[config.mk]
export PLATFORM = sky130hd
export DESIGN_NAME = rst_recovery_seq
export DESIGN_NICKNAME = d
export VERILOG_FILES = /design/src/rtl/rrs_pkg.sv /design/src/rtl/rrs_sync.sv /design/src/rtl/rrs_counter.sv /design/src/rtl/rrs_ctrl.sv /design/src/rtl/rrs_status.sv /design/src/rtl/rst_recovery_seq.sv
export SDC_FILE = /design/constraint.sdc
export NUM_CORES = 1
export LEC_CHECK = 0
export BUFFER_PORTS_ARGS = -buffer_cell sky130_fd_sc_hd__buf_2
export CORE_MARGIN = 1
export CORE_UTILIZATION = 52
export CTS_BUF_LIST = sky130_fd_sc_hd__clkbuf_4
export DETAILED_ROUTE_END_ITERATION = 12
export PLACE_DENSITY_LB_ADDON = 0.2
export SLEW_MARGIN = 0
export SYNTH_ARGS = -nofsm -noshare
export SYNTH_HDL_FRONTEND = slang
export SYNTH_SLANG_ARGS = --single-unit
[constraint.sdc]
create_clock -name clk_osc -period 1.4 [get_ports clk_osc]
set_input_delay 0.28 -clock clk_osc [delete_from_list [all_inputs] [get_ports clk_osc]]
set_output_delay 0.28 -clock clk_osc [all_outputs]
set_load 0.05 [all_outputs]
[src/rtl/rrs_pkg.sv]
package rrs_pkg;

    typedef enum logic [2:0] {
        SQ_HOLD,   // held in reset, counter cleared
        SQ_OSC,    // oscillator settling
        SQ_CPU,    // bus clocks on, CPU still held
        SQ_RUN,    // normal operation, counter free-running
        SQ_STOP,   // stopped, counter cleared and held
        SQ_WAKE    // stop recovery delay
    } seq_state_e;

    typedef struct packed {
        logic lv;
        logic por;
    } cause_t;

    function automatic logic counts_in(seq_state_e s);
        return s inside {SQ_OSC, SQ_CPU, SQ_RUN, SQ_WAKE};
    endfunction

    function automatic logic bus_on_in(seq_state_e s);
        return s inside {SQ_CPU, SQ_RUN};
    endfunction

    function automatic logic reset_in(seq_state_e s);
        return s inside {SQ_HOLD, SQ_OSC, SQ_CPU};
    endfunction

endpackage

[src/rtl/rrs_sync.sv]
module rrs_sync #(
    parameter int STAGES = 2
) (
    input  logic clk,
    input  logic rst,
    input  logic d,
    output logic q
);
    logic [STAGES-1:0] sh;

    generate
        if (STAGES == 1) begin : g_one
            always_ff @(posedge clk) begin
                if (rst) sh <= '0;
                else     sh <= d;
            end
        end else begin : g_chain
            always_ff @(posedge clk) begin
                if (rst) sh <= '0;
                else     sh <= {sh[STAGES-2:0], d};
            end
        end
    endgenerate

    assign q = sh[STAGES-1];
endmodule

[src/rtl/rrs_counter.sv]
module rrs_counter #(
    parameter int CNT_W = 12
) (
    input  logic             clk,
    input  logic             rst,
    input  logic             clr,
    input  logic             run,
    output logic [CNT_W-1:0] cnt,
    output logic             wrap_tick
);
    localparam logic [CNT_W-1:0] CNT_MAX = '1;

    always_ff @(posedge clk) begin
        if (rst) begin
            cnt       <= '0;
            wrap_tick <= 1'b0;
        end else begin
            wrap_tick <= run && !clr && (cnt == CNT_MAX);
            if (clr)      cnt <= '0;
            else if (run) cnt <= cnt + CNT_W'(1);
        end
    end
endmodule

[src/rtl/rrs_ctrl.sv]
module rrs_ctrl
    import rrs_pkg::*;
#(
    parameter int CNT_W      = 12,
    parameter int RST_EXTRA  = 64,
    parameter int SHORT_WAKE = 32
) (
    input  logic             clk,
    input  logic             rst,
    input  logic             lv_rst,
    input  logic             stop_req,
    input  logic             wake,
    input  logic             short_sel,
    input  logic [CNT_W-1:0] cnt,
    output seq_state_e       state,
    output logic             cnt_clr,
    output logic             cnt_run,
    output logic             release_q,
    output logic             wake_done_q
);
    localparam logic [CNT_W-1:0] SPAN_LAST  = '1;
    localparam logic [CNT_W-1:0] EXTRA_LAST = CNT_W'(RST_EXTRA - 1);
    localparam logic [CNT_W-1:0] SHORT_LAST = CNT_W'(SHORT_WAKE - 1);

    seq_state_e       nxt;
    logic             rel_c, done_c;
    logic [CNT_W-1:0] wake_last_q;

    always_comb begin
        nxt     = state;
        cnt_clr = 1'b0;
        rel_c   = 1'b0;
        done_c  = 1'b0;
        if (lv_rst) begin
            nxt     = SQ_HOLD;
            cnt_clr = 1'b1;
        end else begin
            case (state)
                SQ_HOLD: begin
                    nxt     = SQ_OSC;
                    cnt_clr = 1'b1;
                end
                SQ_OSC:  if (cnt == SPAN_LAST) nxt = SQ_CPU;
                SQ_CPU:  if (cnt == EXTRA_LAST) begin
                    nxt   = SQ_RUN;
                    rel_c = 1'b1;
                end
                SQ_RUN:  if (stop_req) begin
                    nxt     = SQ_STOP;
                    cnt_clr = 1'b1;
                end
                SQ_STOP: begin
                    cnt_clr = 1'b1;
                    if (wake) nxt = SQ_WAKE;
                end
                SQ_WAKE: if (cnt == wake_last_q) begin
                    nxt    = SQ_RUN;
                    done_c = 1'b1;
                end
                default: begin
                    nxt     = SQ_HOLD;
                    cnt_clr = 1'b1;
                end
            endcase
        end
    end

    assign cnt_run = counts_in(state);

    always_ff @(posedge clk) begin
        if (rst) begin
            state       <= SQ_HOLD;
            release_q   <= 1'b0;
            wake_done_q <= 1'b0;
            wake_last_q <= SPAN_LAST;
        end else begin
            state       <= nxt;
            release_q   <= rel_c;
            wake_done_q <= done_c;
            if (state == SQ_STOP && wake && !lv_rst)
                wake_last_q <= short_sel ? SHORT_LAST : SPAN_LAST;
        end
    end
endmodule

[src/rtl/rrs_status.sv]
module rrs_status
    import rrs_pkg::*;
(
    input  logic   clk,
    input  logic   rst,
    input  logic   lv_set,
    input  logic   rd_clr,
    output cause_t cause
);
    always_ff @(posedge clk) begin
        if (rst) begin
            cause.por <= 1'b1;
            cause.lv  <= 1'b0;
        end else begin
            cause.por <= cause.por && !rd_clr;
            cause.lv  <= lv_set || (cause.lv && !rd_clr);
        end
    end
endmodule

[src/rtl/rst_recovery_seq.sv]
module rst_recovery_seq
    import rrs_pkg::*;
#(
    parameter int CNT_W       = 12,
    parameter int RST_EXTRA   = 64,
    parameter int SHORT_WAKE  = 32,
    parameter int SYNC_STAGES = 2
) (
    input  logic       clk_osc,
    input  logic       por_i,
    input  logic       lv_trip_i,
    input  logic       cfg_lv_pwrdn_dis_i,
    input  logic       cfg_lv_rst_dis_i,
    input  logic       cfg_short_wake_i,
    input  logic       stop_req_i,
    input  logic       wake_i,
    input  logic       stat_rd_i,
    output logic       bus_clk_en_o,
    output logic       chip_rst_o,
    output logic       cpu_release_o,
    output logic       wdog_tick_o,
    output logic [1:0] rst_cause_o
);
    logic             lv_sync;
    logic             lv_rst;
    logic [CNT_W-1:0] cnt;
    logic             cnt_clr, cnt_run;
    logic             wake_done;
    seq_state_e       state;
    cause_t           cause;

    rrs_sync #(.STAGES(SYNC_STAGES)) u_sync (
        .clk(clk_osc), .rst(por_i), .d(lv_trip_i), .q(lv_sync)
    );

    assign lv_rst = lv_sync && !cfg_lv_pwrdn_dis_i && !cfg_lv_rst_dis_i;

    rrs_counter #(.CNT_W(CNT_W)) u_cnt (
        .clk(clk_osc), .rst(por_i), .clr(cnt_clr), .run(cnt_run),
        .cnt(cnt), .wrap_tick(wdog_tick_o)
    );

    rrs_ctrl #(.CNT_W(CNT_W), .RST_EXTRA(RST_EXTRA), .SHORT_WAKE(SHORT_WAKE)) u_ctrl (
        .clk(clk_osc), .rst(por_i), .lv_rst(lv_rst), .stop_req(stop_req_i),
        .wake(wake_i), .short_sel(cfg_short_wake_i), .cnt(cnt),
        .state(state), .cnt_clr(cnt_clr), .cnt_run(cnt_run),
        .release_q(cpu_release_o), .wake_done_q(wake_done)
    );

    rrs_status u_stat (
        .clk(clk_osc), .rst(por_i), .lv_set(lv_rst), .rd_clr(stat_rd_i), .cause(cause)
    );

    assign bus_clk_en_o = bus_on_in(state);
    assign chip_rst_o   = reset_in(state);
    assign rst_cause_o  = cause;
endmodule

Word-level counts from Yosys, hierarchy flattened

Cells that the tools add are included.

Divide/modulo/power cells: 0
Bitwise logic cells: 1
Reduce and logical (&&, ||, !) cells: 23
$lt $le $gt $ge: 0
$mul: 0
Multiplexer cells: 11
$add $sub $neg: 1
Equal/unequal tests: 13
Shift operators: 0

Operators by type and width:

| operator                | number |
|---|---|
| $pmux W3 S6             | 1 |
| $mux W3                 | 5 |
| $add A12 B1 Y12 const B | 1 |
| $eq A12 B12 Y1          | 1 |
| $eq A12 B12 Y1 const B  | 1 |
| $eq A12 B6 Y1 const B   | 1 |
| $mux W12                | 1 |
| $logic_and A1 B1 Y1     | 8 |
| $eq A3 B2 Y1 const B    | 2 |
| $eq A3 B3 Y1 const B    | 2 |
| $ne A2 B1 Y1 const B    | 3 |
| $reduce_or A3 Y1        | 2 |
| $logic_not A1 Y1        | 5 |
| $reduce_and A5 Y1       | 1 |
| $ne A2 B2 Y1 const B    | 2 |
| $reduce_bool A4 Y1      | 1 |
| $reduce_or A2 Y1        | 2 |
| $eq A3 B1 Y1 const B    | 1 |
| $logic_not A3 Y1        | 1 |
| $mux W1                 | 3 |
| $reduce_bool A3 Y1      | 1 |
| $pmux W1 S2             | 1 |
| $reduce_bool A2 Y1      | 1 |
| $logic_or A1 B1 Y1      | 1 |
| $not A1 Y1              | 1 |

Bits in latches: 0
Register bits after elaboration: 33
Memories kept: 0
Memory bits (read-only): 0
Input port bits: 9
Output and inout bits: 6
Bits in writable memories: 0
Word-level logic and storage cells: 57

Longest topological paths before layout

Gate-level depths: netlist of the first run.

Word-level depth: 7
Gate-level depth with buffers: 6
Gate-level depth less buffers: 5

Modules after synthesis

From an unflattened synthesis of the first run, not the netlist that was laid out.

Cells, all modules: 129
Area, all modules: 1107.3 um2

Modules (own cells, without submodules):

| module           | instances | area an instance (um2) | cells an instance |
|---|---|---|---|
| rrs_counter      | 1         | 578.1                  | 64 |
| rrs_ctrl         | 1         | 382.9                  | 51 |
| rrs_status       | 1         | 70.1                   | 7 |
| rrs_sync         | 1         | 52.6                   | 4 |
| rst_recovery_seq | 1         | 23.8                   | 3 |

Least setup slack after synthesis of the first run

OpenSTA, ideal clock, no wires.

Path type: register -> output
Start: register u_ctrl.state[1]
End: output port chip_rst_o
Path buffers: 1
Required time: 1.120 ns
Stages on the path, launching flop included: 3
Setup slack: -0.096 ns
Arrival: 1.216 ns
Path through: dfxtp_1 -> buf_4 -> a21oi_1

Word-level cells in the longest chain between the ends: 2

Ends and longest elaborated chain:

| item                                       | line                   | source |
|---|---|---|
| start: declaration                         | rrs_ctrl.sv:15         | `output seq_state_e state,` |
| start signal: assignment                   | rrs_ctrl.sv:77         | `state <= nxt;` |
| $eq A3 B1 Y1, or another cell as far along | rrs_pkg.sv:26          | `return s inside {SQ_HOLD, SQ_OSC, SQ_CPU};` |
| $reduce_bool A3 Y1 (*)                     | rrs_pkg.sv:26          |  |
| end: declaration                           | rst_recovery_seq.sv:19 | `output logic chip_rst_o,` |

Mark *: on every way between the ends. The rest lies on a longest branch, timed or not.

Worst setup path in the final report of the first run

Start: register u_ctrl.state[2]
End: register u_ctrl.state[0]

Word-level cells in the longest chain between the ends: 3

Ends and longest elaborated chain:

| item                                                          | line           | source |
|---|---|---|
| $eq A3 B3 Y1, or another cell as far along                    | rrs_ctrl.sv:38 | `case (state)` |
| $ne A2 B1 Y1 (no line) / $ne A2 B2 Y1 (equally long branches) | n/a            |  |
| $reduce_and A5 Y1 (no line)                                   | n/a            |  |

Several ways; a longest one is shown, not always the timed one.
A chain may end at the register's enable or synchronous reset.

==> results.sh, run 1 <==
export IMPL_finalHoldViolCount=0
export IMPL_place_hpwl_mm=1.51
export IMPL_synth_seq_area_share_pct=43.3
export IMPL_wl_per_cell_um=14.8
export IMPL_critPathLaunchType="flip-flop"
export IMPL_cts_buffer_depth=2
export IMPL_insertion_delay_ns=0.31
export IMPL_violations="negative setup slack"
export IMPL_core_area_um2=1780
export IMPL_syn_nets=122
export IMPL_slowest_delay_ns=0.58
export IMPL_cts_max_level=1
export IMPL_die_h_um=46.2
export IMPL_maxCapViolCount=0
export IMPL_fp_row_count=15
export IMPL_powerDensity_nw_per_um2=719
export IMPL_min_period_over_period_pct=110
export IMPL_yosys_cell_types_count=35
export IMPL_ff2ff_path_depth=4
export IMPL_routed_via_count=994
export IMPL_fin_area_um2=1410
export IMPL_ys_top_cells_by_area="dfxtp_1 43%, nor2_1 4.8%, a21oi_1 3.4%, xor2_1 3.4%, o21ai_0 3.0%"
export IMPL_setup_violations=3
export IMPL_critical_path_class="flip-flop to flip-flop"
export IMPL_critPathBufInv=1
export IMPL_drv_slew=0
export IMPL_tightestPinTransition_ns=0.618
export IMPL_crit_path_end_kind="flip-flop"
export IMPL_rsz0062_at_grt="yes"
export IMPL_grt_max_degree=13
export IMPL_io_pins=15
export IMPL_synthCells=112
export IMPL_drt_first_pass_iters=4
export IMPL_n_antenna_cell=0
export IMPL_cp_arrival_ns=1.80
export IMPL_synth_top_cell_area_share_pct=43.3
export IMPL_start_util_pct=57.1
export IMPL_track_usage_pct=22.8
export IMPL_min_path_type="input port to flip-flop"
export IMPL_clk_pin_slew_worst_paths_ns=0.13
export IMPL_worst_clock_skew_ns=0.00684
export IMPL_gr_total_overflow=0
export IMPL_reg2reg_to="u_ctrl.state[0]"
export IMPL_path_depth=4
export IMPL_post_route_util_pct=79.2
export IMPL_nNetsFinal=155
export IMPL_post_dp_cell_area_um2=1190
export IMPL_rrSetupSlack_ns=-0.14
export IMPL_max_vdd_ir_drop_mv=0.686
export IMPL_netlist_area_um2=1020
export IMPL_leakagePower_nw=0.544
export IMPL_slew_limit_headroom_pct=57.8
export IMPL_wirelength_mm=2.51
export IMPL_crit_chain="buf_4, nor3b_1, a2111oi_0, and3_1"
export IMPL_path_delay_family="compound AO/OA/AOI/OAI gates"
export IMPL_cts_made_buffers=3
export IMPL_drt_iter0_drc=35
export IMPL_power_w=0.00102
export IMPL_setup_ws_ns=-0.143
export IMPL_status="finished, violations left"
export IMPL_via_per_inst=5.88
export IMPL_yosys_warnings=0
export IMPL_port_buffers=14
export IMPL_post_synth_top_area_cell="dfxtp_1"
export IMPL_crit_end="u_ctrl.state[0]"
export IMPL_cp_max_fo=5
export IMPL_routabilityCongestion=0.839
export IMPL_cp_startpoint="u_ctrl.state[2]"
export IMPL_die_width_um=46.2
export IMPL_hold_buffers=0
export IMPL_ant_nets=0
export IMPL_reg2reg_from="u_ctrl.state[2]"
export IMPL_cts_tree="done"
export IMPL_root_buffer="clkbuf_4"
export IMPL_timing_fmax_mhz=648
export IMPL_antenna_found_initial=0
export IMPL_dieArea_um2=2140
export IMPL_drive_above_1_share_pct=45.1
export IMPL_syn_avg_cell_area_um2=9.08
export IMPL_grt_pass1_wl_mm=3.46
export IMPL_route_detailed_drc=0
export IMPL_critical_path_required_ns=1.65
export IMPL_final_min_clock_period_ns=1.54
export IMPL_synth_seq_cells=22
export IMPL_cp_slowest_cell="a2111oi_0"
export IMPL_syn2layout_area_growth_pct=38.9
export IMPL_cts_sinks=22
export IMPL_grt_pass1_vias=858
## where the power goes
| part | switching (W) | internal, W | total [W] |
|---|---|---|---|
| clock network | 0.000193 | 0.000104 | 0.000297 |
| logic | 0.0000455 | 0.0000372 | 0.0000827 |
| registers | 0.00000862 | 0.000628 | 0.000636 |
| total | 0.000247 | 0.000769 | 0.00102 |
## per-layer routing
layer / vias up / wire length (um) / global-route usage (%)
li1: 468 / - / -
met1: 480 / 1040 / 27.8
met2: 40 / 1320 / 40.0
met3: 6 / 112 / 3.53
met4: 0 / 37 / 8.24
met5: - / 0 / 0
## cell families (layout without fill, tap and decap cells)
family | Yosys count | count (layout) | synth area share (%)
AND/OR/NAND/NOR | 55 | 55 | 32.2
flip-flops | 22 | 22 | 43.3
AO/OA/AOI/OAI | 20 | 20 | 12.4
buffers and inverters | 8 | 40 | 5.53
XOR/XNOR | 5 | 5 | 4.30
adder cells (fa/ha/maj) | 1 | 1 | 1.23
multiplexers | 1 | 1 | 0.984
## final cells by class
cell class / count / area, um^2
clock inverter: 1 / 3.75
timing repair buffer: 34 / 274
fill: 117 / 370
sequential: 22 / 467
clock buffer: 3 / 22.5
multi-input combinational: 82 / 604
inverter: 2 / 10.0
tap: 25 / 31.3
## metrics by stage
step                TNS (ns)  cells  hold slack (ns)  setup WS, ns
floorplan                  0    112            0.408        0.0247
CTS                  -0.0120    165            0.176       -0.0120
detailed placement    -0.405    157            0.435        -0.137
global route          -0.352    169            0.180        -0.174
finish                -0.198    169            0.171        -0.143
global placement      -0.267    157            0.416        -0.146
## Yosys cell counts
library cell  instances
nor4bb_1              1
dfxtp_1              22
nor3_1                1
or3_1                 4
nor3b_1               1
xnor2_1               1
nand2_1               7
a211o_1               1
buf_4                 3
and3b_1               1
nand4b_1              3
xor2_1                4
and2_1                2
nor2b_1               3
nand3_1               3
a2111oi_0             2
a2111o_1              1
buf_6                 2
and3_1                3
nor3b_2               1
nand3b_1              1
nand2b_1              2
inv_1                 2
a22o_1                1
nor4_1                1
nor2_1               13
a21o_1                2
nand4_1               4
clkbuf_1              1
mux2i_1               1
o21ai_0               6
ha_1                  1
and4_1                3
a21oi_1               7
nand4b_2              1
## worst min-delay path by stage
| stage | slack (ns) | cells after the start | end | from |
|---|---|---|---|---|
| after floorplan | 0.41 | 1 | u_sync.sh[0] | lv_trip_i |
| after global placement | 0.42 | 1 | u_sync.sh[1] | u_sync.sh[0] |
| after detailed placement | 0.43 | 1 | u_sync.sh[1] | u_sync.sh[0] |
| after CTS | 0.18 | 2 | u_sync.sh[0] | lv_trip_i |
| after global routing | 0.18 | 2 | u_sync.sh[0] | lv_trip_i |
| final | 0.17 | 2 | u_sync.sh[0] | lv_trip_i |
## cell usage in the layout (no fill, tap or decap), drive strengths merged
cell,Yosys,final
nor4bb,1,1
xnor2,1,1
and2,2,2
nor3,1,1
nor2,13,13
nor2b,3,3
a2111oi,2,2
and4,3,3
a21oi,7,7
xor2,4,4
nand2b,2,2
nand3b,1,1
nand3,3,3
and3b,1,1
buf,5,33
nand4b,4,4
a2111o,1,1
clkbuf,1,4
mux2i,1,1
ha,1,1
nand2,7,7
inv,2,2
nor4,1,1
a21o,2,2
nand4,4,4
and3,3,3
a22o,1,1
or3,4,4
clkinv,0,1
a211o,1,1
o21ai,6,6
dfxtp,22,22
nor3b,2,2
## flip-flops by register name, indices dropped and copies added (netlist names)
register,flops
u_ctrl.release_q,1
u_cnt.wrap_tick,1
u_ctrl.wake_last_q,1
u_cnt.cnt,12
u_sync.sh,2
u_stat.cause,2
u_ctrl.state,3
## what timing repair did
| action | CTS | global route |
|---|---|---|
| resized for setup | 16 | 26 |
| pin swaps | 1 | 4 |
| setup buffers | 4 | 3 |
| setup endpoints to repair | 8 | 10 |
| cloned | 0 | 1 |
No activity file was read; power rests on OpenSTA's default activity.
==> inputs of run 2 (changes only) <==
- PLACE_DENSITY: default -> 0.77
- PLACE_DENSITY_LB_ADDON: 0.2 -> default
==> results.sh, run 2 (synthesis gave the netlist of run 1 again) <==
export IMPL_status="finished, violations left"
export IMPL_violations="negative setup slack"
export IMPL_final_min_clock_period_ns=1.45
export IMPL_n_antenna_cell=0
export IMPL_min_path_type="input port to flip-flop"
export IMPL_root_buffer="clkbuf_4"
export IMPL_routed_via_count=939
export IMPL_track_usage_pct=24.2
export IMPL_core_area_um2=1780
export IMPL_fin_area_um2=1320
export IMPL_slew_limit_headroom_pct=71.8
export IMPL_finalHoldViolCount=0
export IMPL_critical_path_required_ns=1.12
export IMPL_nFillCells=132
export IMPL_hold_depth=2
export IMPL_wirelength_mm=2.47
export IMPL_tightestPinTransition_ns=0.419
export IMPL_layout_common_cells="17 x dfxtp_1, 13 x buf_4, 12 x nor2_1, 12 x buf_2, 7 x nand2_1"
export IMPL_crit_path_end_kind="primary output"
export IMPL_rrSetupSlack_ns=-0.03
export IMPL_routabilityCongestion=0.798
export IMPL_cts_tree="done"
export IMPL_critical_path_class="flip-flop to primary output"
export IMPL_timing_fmax_mhz=689
export IMPL_top_register="u_cnt.cnt"
export IMPL_post_dp_cell_area_um2=1160
export IMPL_drv_slew=0
export IMPL_min_delay_start="lv_trip_i"
export IMPL_cts_made_buffers=3
export IMPL_start_util_pct=57.1
export IMPL_wl_per_cell_um=15.1
export IMPL_leakagePower_nw=0.552
export IMPL_setup_violations=9
export IMPL_setup_ws_ns=-0.0523
export IMPL_die_h_um=46.2
export IMPL_gr_usage_met1_pct=27.8
export IMPL_ff2ff_path_depth=3
export IMPL_hold_path_end="u_sync.sh[0]"
export IMPL_post_route_util_pct=73.8
export IMPL_worst_clock_skew_ns=0.00930
export IMPL_final_common_cell="dfxtp_1"
export IMPL_nNetsFinal=150
export IMPL_grt_pass1_wl_mm=3.53
export IMPL_port_buffers=14
export IMPL_maxCapViolCount=0
export IMPL_min_period_over_period_pct=104
export IMPL_fp_row_count=15
export IMPL_syn2layout_area_growth_pct=29.4
export IMPL_reg2reg_from="u_ctrl.state[0]"
export IMPL_cp_max_fo=4
export IMPL_use_met2_pct=42.5
export IMPL_clk_pin_slew_worst_paths_ns=0.11
export IMPL_cts_buffer_depth=2
export IMPL_met3_usage_pct=3.53
export IMPL_powerDensity_nw_per_um2=757
export IMPL_cts_sinks=22
export IMPL_reg2reg_to="u_cnt.cnt[9]"
export IMPL_via_per_inst=5.76
export IMPL_grt_max_degree=12
export IMPL_drt_iter0_drc=22
export IMPL_busiest_layer="met2"
export IMPL_reg_top3="u_cnt.cnt: 12 flops, u_ctrl.state: 3 flops"
export IMPL_dieArea_um2=2140
export IMPL_insertion_delay_ns=0.30
export IMPL_route_detailed_drc=0
export IMPL_gr_total_overflow=0
export IMPL_critPathLaunchType="flip-flop"
export IMPL_antenna_found_initial=0
export IMPL_drive_above_1_share_pct=36.2
export IMPL_io_pins=15
export IMPL_place_hpwl_mm=1.55
export IMPL_cts_max_level=1
export IMPL_largest_register_ffs=12
export IMPL_die_width_um=46.2
export IMPL_max_vdd_ir_drop_mv=0.665
export IMPL_rsz0062_at_grt="yes"
export IMPL_drt_first_pass_iters=4
export IMPL_cp_arrival_ns=1.17
export IMPL_grt_pass1_vias=815
export IMPL_ant_nets=0
## run 2: cell types whose count changed in the layout (fill, tap and decap cells not counted), moves of 2 or more
cell / before / now
dfxtp_1: 13 / 17
a21oi_2: 2 / 0
buf_4: 16 / 13
dfxtp_4: 6 / 1
a21oi_1: 4 / 6
## run 2: what timing repair did
| action | in CTS | in global routing |
|---|---|---|
| setup endpoints to repair | 10 | 17 |
| buffers inserted | 4 | 1 |
| pin swaps | 2 | 6 |
| hold buffers | 0 | 0 |
| resized for setup | 18 | 10 |
| endpoints found under the hold margin | 0 | 0 |
## run 2: power by group
group | total, W | switching (W) | internal (W)
combinational | 0.0000803 | 0.0000457 | 0.0000346
clock | 0.000272 | 0.000172 | 0.000100
sequential | 0.000643 | 0.00000869 | 0.000635
total | 0.000996 | 0.000226 | 0.000769
## run 2: area by class of cell
type,instances,area (um^2),share of cell area (%)
inverter,2,10.0,0.760
timing repair buffer,29,206,15.7
sequential,22,449,34.1
tap,25,31.3,2.38
clock buffer,3,22.5,1.71
multi-input combinational,82,597,45.3
## run 2: metrics by stage
step	total power [W]	worst slack, ns	hold WS [ns]	instances	setup TNS, ns
floorplan	0.000703	0.0247	0.408	112	0
global placement	0.000723	-0.117	0.426	155	-0.209
detailed placement	0.000726	-0.160	0.427	155	-0.384
CTS	0.000995	-0.0262	0.175	162	-0.0275
global route	0.00104	-0.0753	0.182	163	-0.471
finish	0.000996	-0.0523	0.179	163	-0.166
## run 2: worst max path at each step
stage	startpoint	end	slack (ns)	cells after the start
finish	u_ctrl.state[2]	bus_clk_en_o	-0.05	4
global route	u_cnt.cnt[0]	u_cnt.cnt[10]	-0.08	5
CTS	u_ctrl.state[2]	bus_clk_en_o	-0.03	4
detailed placement	stop_req_i	u_cnt.wrap_tick	-0.16	4
global placement	stop_req_i	u_cnt.wrap_tick	-0.12	4
floorplan	u_cnt.cnt[1]	u_cnt.cnt[10]	0.02	6
## run 2: critical path, stage by stage (launching register included)
cell and delay, ns:
dfxtp_4 0.37, buf_6 0.12, nand2b_4 0.15, inv_4 0.07, buf_8 0.14
## run 2: layer usage
| layer | vias up | share of wire (%) |
|---|---|---|
| li1 | 460 | - |
| met1 | 427 | 42 |
| met5 | - | 0 |
| met3 | 12 | 4.1 |
| met4 | 0 | 2.8 |
| met2 | 40 | 51 |
